## config.mk

```make
export PLATFORM = sky130hd
export DESIGN_NAME = mini_cpu
export DESIGN_NICKNAME = d
export VERILOG_FILES = /design/src/rtl/core_pkg.sv /design/src/rtl/core_alu.sv /design/src/rtl/core_regfile.sv /design/src/rtl/core_ctrl.sv /design/src/rtl/mini_cpu.sv
export SDC_FILE = /design/constraint.sdc
export NUM_CORES = 1
export LEC_CHECK = 0
export BUFFER_PORTS_ARGS = -buffer_cell sky130_fd_sc_hd__buf_2
export CORE_MARGIN = 2
export CORE_UTILIZATION = 40
export CTS_CLUSTER_DIAMETER = 100
export CTS_CLUSTER_SIZE = 14
export DETAILED_ROUTE_END_ITERATION = 16
export GPL_TIMING_DRIVEN = 0
export PLACE_DENSITY = 0.61
export SETUP_SLACK_MARGIN = 0.5
export SYNTH_ARGS = -nofsm -noshare
export SYNTH_HDL_FRONTEND = slang
export SYNTH_SLANG_ARGS = --single-unit
export TNS_END_PERCENT = 30
```

## constraint.sdc

```tcl
create_clock -name clk -period 3.8 [get_ports clk]
set_input_delay 0.95 -clock clk [delete_from_list [all_inputs] [get_ports clk]]
set_output_delay 0.95 -clock clk [all_outputs]
set_load 0.01 [all_outputs]
```

## src/rtl/core_pkg.sv

```systemverilog
package core_pkg;
  localparam int IW     = 16;  // instruction width
  localparam int RIDX_W = 4;   // register index width
  localparam int FLD_W  = 8;   // address / constant / offset field width

  localparam logic [3:0] OP_LD  = 4'b0000;
  localparam logic [3:0] OP_ST  = 4'b0001;
  localparam logic [3:0] OP_ADD = 4'b0010;
  localparam logic [3:0] OP_LDC = 4'b0011;
  localparam logic [3:0] OP_SUB = 4'b0100;
  localparam logic [3:0] OP_JZ  = 4'b0101;

  typedef enum logic [3:0] {
    S_INIT, S_FETCH, S_DECODE, S_LD, S_ST, S_ADD, S_LDC, S_SUB, S_JZ, S_JMP
  } state_t;

  typedef enum logic [1:0] {ALU_PASS = 2'b00, ALU_ADD = 2'b01, ALU_SUB = 2'b10} alu_op_t;
  typedef enum logic [1:0] {WS_ALU = 2'b00, WS_MEM = 2'b01, WS_CONST = 2'b10} wsel_t;
endpackage

```

## src/rtl/core_alu.sv

```systemverilog
module core_alu
  import core_pkg::*;
#(
  parameter int W = 16
) (
  input  logic [W-1:0] a,
  input  logic [W-1:0] b,
  input  alu_op_t      op,
  output logic [W-1:0] y
);
  always_comb begin
    case (op)
      ALU_ADD: y = a + b;
      ALU_SUB: y = a - b;
      default: y = a;
    endcase
  end
endmodule

```

## src/rtl/core_regfile.sv

```systemverilog
module core_regfile #(
  parameter int W  = 16,
  parameter int AW = 4
) (
  input  logic          clk,
  input  logic          we,
  input  logic [AW-1:0] waddr,
  input  logic [W-1:0]  wdata,
  input  logic [AW-1:0] paddr,
  output logic [W-1:0]  pdata,
  input  logic [AW-1:0] qaddr,
  output logic [W-1:0]  qdata
);
  localparam int DEPTH = 1 << AW;

  logic [W-1:0] rows [DEPTH];

  for (genvar i = 0; i < DEPTH; i++) begin : g_row
    logic [W-1:0] row_q;
    logic         row_en;
    assign row_en = we && (waddr == AW'(i));
    always_ff @(posedge clk) begin
      if (row_en) row_q <= wdata;
    end
    assign rows[i] = row_q;
  end

  assign pdata = rows[paddr];
  assign qdata = rows[qaddr];
endmodule

```

## src/rtl/core_ctrl.sv

```systemverilog
module core_ctrl
  import core_pkg::*;
#(
  parameter int PW = 16
) (
  input  logic          clk,
  input  logic          rst_n,
  input  logic [IW-1:0] instr,
  input  logic          rp_zero,
  output logic [PW-1:0] pc,
  output logic [IW-1:0] ir,
  output logic          rf_we,
  output logic          rp_from_b,
  output alu_op_t       alu_op,
  output wsel_t         wsel,
  output logic          d_rd,
  output logic          d_wr
);
  state_t        state_q, state_d;
  logic [PW-1:0] pc_q, pc_d, jmp_tgt, off_ext;
  logic [IW-1:0] ir_q;
  logic          pc_en, ir_en, undef_op;
  logic [3:0]    opc;

  assign opc      = ir_q[IW-1 -: 4];
  assign undef_op = opc > OP_JZ;

  // next state
  always_comb begin
    state_d = S_FETCH;
    case (state_q)
      S_INIT:   state_d = S_FETCH;
      S_FETCH:  state_d = S_DECODE;
      S_DECODE: begin
        case (opc)
          OP_LD:   state_d = S_LD;
          OP_ST:   state_d = S_ST;
          OP_ADD:  state_d = S_ADD;
          OP_LDC:  state_d = S_LDC;
          OP_SUB:  state_d = S_SUB;
          OP_JZ:   state_d = S_JZ;
          default: state_d = S_FETCH;
        endcase
      end
      S_JZ:    state_d = rp_zero ? S_JMP : S_FETCH;
      default: state_d = S_FETCH;
    endcase
  end

  // program counter next value; the jump adder undoes the fetch increment
  assign off_ext = {{(PW-FLD_W){ir_q[FLD_W-1]}}, ir_q[FLD_W-1:0]};
  assign jmp_tgt = pc_q + off_ext - PW'(1);

  always_comb begin
    pc_en = 1'b0;
    pc_d  = pc_q;
    case (state_q)
      S_INIT:  begin pc_en = 1'b1; pc_d = '0;            end
      S_FETCH: begin pc_en = 1'b1; pc_d = pc_q + PW'(1); end
      S_JMP:   begin pc_en = 1'b1; pc_d = jmp_tgt;       end
      default: ;
    endcase
  end
  assign ir_en = (state_q == S_FETCH);

  always_ff @(posedge clk or negedge rst_n) begin
    if (!rst_n) begin
      state_q <= S_INIT;
      pc_q    <= '0;
    end else begin
      state_q <= state_d;
      if (pc_en) pc_q <= pc_d;
    end
  end

  always_ff @(posedge clk) begin
    if (ir_en) ir_q <= instr;
  end

  // datapath controls
  assign rf_we     = (state_q == S_LD) || (state_q == S_ADD) ||
                     (state_q == S_LDC) || (state_q == S_SUB);
  assign rp_from_b = (state_q == S_ADD) || (state_q == S_SUB);
  assign alu_op    = (state_q == S_SUB) ? ALU_SUB : (state_q == S_ADD) ? ALU_ADD : ALU_PASS;
  assign wsel      = (state_q == S_LD) ? WS_MEM : (state_q == S_LDC) ? WS_CONST : WS_ALU;
  assign d_rd      = (state_q == S_LD);
  assign d_wr      = (state_q == S_ST);
  assign pc        = pc_q;
  assign ir        = ir_q;

  assert_rw_excl_R9: assert property (@(posedge clk) disable iff (!rst_n)
    !(d_rd && d_wr));
  assert_pc_step_R2: assert property (@(posedge clk) disable iff (!rst_n)
    (state_q == S_FETCH) |=> (pc_q == $past(pc_q) + PW'(1)));
  assert_exec_back_R2: assert property (@(posedge clk) disable iff (!rst_n)
    (state_q inside {S_LD, S_ST, S_ADD, S_LDC, S_SUB, S_JMP}) |=> (state_q == S_FETCH));
  assert_untaken_R7: assert property (@(posedge clk) disable iff (!rst_n)
    (state_q == S_JZ && !rp_zero) |=> (state_q == S_FETCH && $stable(pc_q)));
  assert_jmp_src_R7: assert property (@(posedge clk) disable iff (!rst_n)
    (state_q == S_JMP) |-> ($past(state_q) == S_JZ));
  assert_undef_nop_R8: assert property (@(posedge clk) disable iff (!rst_n)
    (state_q == S_DECODE && undef_op) |=> (state_q == S_FETCH && $stable(pc_q)));
endmodule

```

## src/rtl/mini_cpu.sv

```systemverilog
module mini_cpu
  import core_pkg::*;
#(
  parameter int DW = 16,
  parameter int PW = 16
) (
  input  logic             clk,
  input  logic             rst_n,
  output logic [PW-1:0]    imem_addr,
  input  logic [IW-1:0]    imem_data,
  output logic [FLD_W-1:0] dmem_addr,
  output logic             dmem_rd,
  output logic             dmem_wr,
  output logic [DW-1:0]    dmem_wdata,
  input  logic [DW-1:0]    dmem_rdata
);
  logic [1:0]        rst_sync_q;
  logic              core_rst_n;
  logic [IW-1:0]     ir;
  logic              rf_we, rp_from_b, rp_zero;
  alu_op_t           alu_op;
  wsel_t             wsel;
  logic [RIDX_W-1:0] ra, rb, rc, rp_addr;
  logic [DW-1:0]     rp_data, rq_data, alu_y, wdata, const_ext;

  // reset: asynchronous assert, synchronous release
  always_ff @(posedge clk or negedge rst_n) begin
    if (!rst_n) rst_sync_q <= '0;
    else        rst_sync_q <= {rst_sync_q[0], 1'b1};
  end
  assign core_rst_n = rst_sync_q[1];

  core_ctrl #(.PW(PW)) u_ctrl (
    .clk(clk), .rst_n(core_rst_n), .instr(imem_data), .rp_zero(rp_zero),
    .pc(imem_addr), .ir(ir), .rf_we(rf_we), .rp_from_b(rp_from_b),
    .alu_op(alu_op), .wsel(wsel), .d_rd(dmem_rd), .d_wr(dmem_wr)
  );

  assign ra        = ir[11:8];
  assign rb        = ir[7:4];
  assign rc        = ir[3:0];
  assign rp_addr   = rp_from_b ? rb : ra;
  assign const_ext = {{(DW-FLD_W){1'b0}}, ir[FLD_W-1:0]};

  core_regfile #(.W(DW), .AW(RIDX_W)) u_rf (
    .clk(clk), .we(rf_we), .waddr(ra), .wdata(wdata),
    .paddr(rp_addr), .pdata(rp_data), .qaddr(rc), .qdata(rq_data)
  );

  core_alu #(.W(DW)) u_alu (.a(rp_data), .b(rq_data), .op(alu_op), .y(alu_y));

  always_comb begin
    case (wsel)
      WS_MEM:   wdata = dmem_rdata;
      WS_CONST: wdata = const_ext;
      default:  wdata = alu_y;
    endcase
  end

  assign rp_zero    = ~|rp_data;
  assign dmem_addr  = ir[FLD_W-1:0];
  assign dmem_wdata = rp_data;

  assert_ld_path_R3: assert property (@(posedge clk) disable iff (!core_rst_n)
    dmem_rd |-> (rf_we && wsel == WS_MEM));
  assert_st_nowrite_R4: assert property (@(posedge clk) disable iff (!core_rst_n)
    dmem_wr |-> !rf_we);
endmodule

```

==> impl_metrics.tcl <==
set metrics [dict create \
    status "complete, but fails checks" \
    violations "setup timing" \
    globalRouteMet1Util_pct 33.3 \
    synth_cell_types 63 \
    netlist_area_um2 15800 \
    ys_warn_count 0 \
    synth_seq_cells 294 \
    cp-end-kind "register" \
    top_usage_layer "met2" \
    fin_ws_ns -1.19 \
    relSlewSlack_pct 17.7 \
    gr-usage-met2_pct 40.5 \
    cts_tree "built" \
    rsz0062_at_grt "true" \
    avgSynthCellArea_um2 14.8 \
    path_class "register to register" \
    cp_num_buf_inv 5 \
    coreArea_um2 38800 \
    grt_pass1_wl_um 74400 \
    fp-row-count 72 \
    synth-edff-count 272 \
    path_depth 21 \
    drv_cap 0 \
    drive_gt1_share_pct 38.3 \
    wl_per_cell_um 29.0 \
    synth-async-reset-ratio_pct 7.48 \
    die_height_um 203 \
    cellPowerDensity_nw_per_um2 1030 \
    ios 76 \
    r2r_cells 21 \
    ys_seq_area_share_pct 55.1 \
    yosysTopAreaCellShare_pct 51.6 \
    crit_path_start_kind "register" \
    crit_family "compound AO/OA/AOI/OAI gates" \
    synth_xor_area_share_pct 2.16 \
    antenna_cells 0 \
    clkSinkCount 294 \
    yosys.area_share.adder_pct 3.89 \
    cts_root_buf "clkbuf_16" \
    p_leak_nw 6.94 \
    cts.path.max_buffers 3 \
    grt_pass1_vias 11000 \
    worstPathRequired_ns 4.11 \
    synthMostInstantiatedCell "edfxtp_1" \
    hold_violations 0 \
    grt_antenna_before_repair 0 \
    setup_viol 268 \
    drt_iter0_drc 1259 \
    r2r_start "u_ctrl.state_q[2]" \
    crit_end "u_rf.g_row[4].row_q[11]" \
    arrival_ns 5.30 \
    totalPowerFinal_mw 20.1 \
    cts_made_buffers 24 \
    syn_nets 1150 \
    clk_pin_slew_worst_paths_ns 0.07 \
    fin_nets 1354 \
    synthSimpleGateAreaFrac_pct 6.69 \
    start_util_pct 40.7 \
    netlist_top_cells_count "edfxtp_1 (272), mux4_2 (125), nand2_1 (71)" \
    finalClockSkew_ns 0.0161 \
    yosys.area.top_type "edfxtp_1" \
    crit_slowest_cell "mux4_2" \
    cts_max_level 1 \
    viasPerCell 6.28 \
    grt_max_degree 24 \
    netlist_instances 1068 \
    rr_endpoint "u_rf.g_row[4].row_q[11]" \
    clkLatencyLatePin_ns 0.57 \
    grt_util_all_layers_pct 25.2 \
    crit_start "u_ctrl.state_q[2]" \
    drc 0 \
    synth-main-ff-cell "edfxtp_1" \
    dpl.hpwl_um 35100 \
    min_period_over_period_pct 131 \
    grtUsageMet3_pct 6.05 \
    crit_chain "nor2b_4, nand2_4, mux2i_4, buf_12, buf_16, buf_4, mux4_2, and2_1, a211oi_2, a31oi_2, ha_1, nor4_2, a211oi_2, o21a_1, nor2_2, buf_4, o21bai_1, a21oi_1, xor2_1, o21ai_4, clkbuf_16" \
    drv_slew 0 \
    gr-total-overflow 0 \
    ir_worst_vdd_mv 0.618 \
    gp_congestion 0.941 \
    synth_compound_area_share_pct 8.63 \
    io_buffers 75 \
    tightestPinTransition_ns 1.23 \
    die_w_um 203 \
    r2r_setup_slack_ns -1.19 \
    yosys-top-cells-area "edfxtp_1 (52%), mux4_2 (18%), ha_1 (3.6%), dfrtp_1 (3.5%), a22oi_1 (1.8%)" \
    vias 11300 \
    synthMuxAreaShare_pct 19.4 \
    synth_top_family_by_area "multiplexers" \
    dr.pass1.iters 6 \
    period_needed_ns 4.99 \
    ant_nets 0 \
    fmax_ghz 0.201 \
    cp_max_fo 7 \
    die_area_um2 41200 \
    place_ws_ns -3.02 \
    hp-class "primary input to async pin" \
    drt_wl_total_um 52100 \
    area_growth_pct 23.1 \
    critPathMaxStageDelay_ns 0.48 \
]
==> logic make-up after synthesis <==
group                    Yosys count
other                              1
multiplexers                     145
buffers and inverters            128
AND/OR/NAND/NOR                  213
XOR/XNOR                          39
AO/OA/AOI/OAI                    200
flip-flops                       294
adder cells (fa/ha/maj)           48
==> per-layer routing <==
layer / vias to the layer above / wire length (um)
li1: 4667 / -
met5: - / 0
met4: 0 / 2190
met2: 722 / 24600
met3: 120 / 5570
met1: 5773 / 19800
==> flip-flops by register name (all words and copies together), names as in the netlist <==
name and flops:
u_rf.g_row.row_q 256, u_ctrl.state_q 4, rst_sync_q 2, u_ctrl.ir 16, u_ctrl.pc 16
==> area by class of cell <==
cell class	instances	area (um2)
buffer	65	651
tap	518	648
clock inverter	1	30.0
timing repair buffer	175	1490
multi-input combinational	649	7070
inverter	63	236
sequential	294	8720
fill	3268	19400
clock buffer	31	627
==> stage by stage <==
stage                     util [%]  hold WS, ns  area, um2  TNS [ns]  std cells
after detailed placement      44.6        0.341      17300   -583.07       1681
after global placement        43.6        0.337      16900   -781.19       1661
after floorplan                  -        0.253      15900   -133.42       1068
after CTS                     49.4        0.143      19200   -189.32       1772
after global routing          50.1        0.153      19500   -240.46       1796
final                         50.1        0.159      19500   -205.90       1796
==> what timing repair did <==
item / in CTS / in global routing
hold buffers: 0 / 0
pin swaps: 37 / 15
gates cloned: 6 / 1
setup buffers: 53 / 23
gates resized for setup: 140 / 17
endpoints found under the setup margin: 451 / 522
==> cells in the final DEF, fill, tap and decap left out, types with 23 or more instances in the layout <==
master / instances
a22oi_1: 35
buf_4: 78
xnor2_1: 23
inv_1: 61
nand2_1: 63
o21ai_0: 31
ha_1: 41
buf_2: 81
clkbuf_16: 27
mux4_2: 126
edfxtp_1: 272
nor2_1: 35
==> power breakdown <==
group / internal (mW) / total (mW) / switching, mW
sequential: 4.84 / 5.08 / 0.241
clock: 1.15 / 2.30 / 1.15
combinational: 5.54 / 12.7 / 7.15
==> worst min-delay path by stage <==
stage	cells after the start	startpoint	to	slack [ns]
2_1_floorplan	0	rst_sync_q[1]	u_ctrl.pc[0]	0.25
3_3_place_gp	0	rst_sync_q[0]	rst_sync_q[1]	0.34
3_5_place_dp	0	rst_sync_q[0]	rst_sync_q[1]	0.34
4_1_cts	1	rst_n	rst_sync_q[1]	0.14
5_1_grt	1	rst_n	rst_sync_q[1]	0.15
6_report	1	rst_n	rst_sync_q[1]	0.16
No activity file was read; power rests on OpenSTA's default activity.
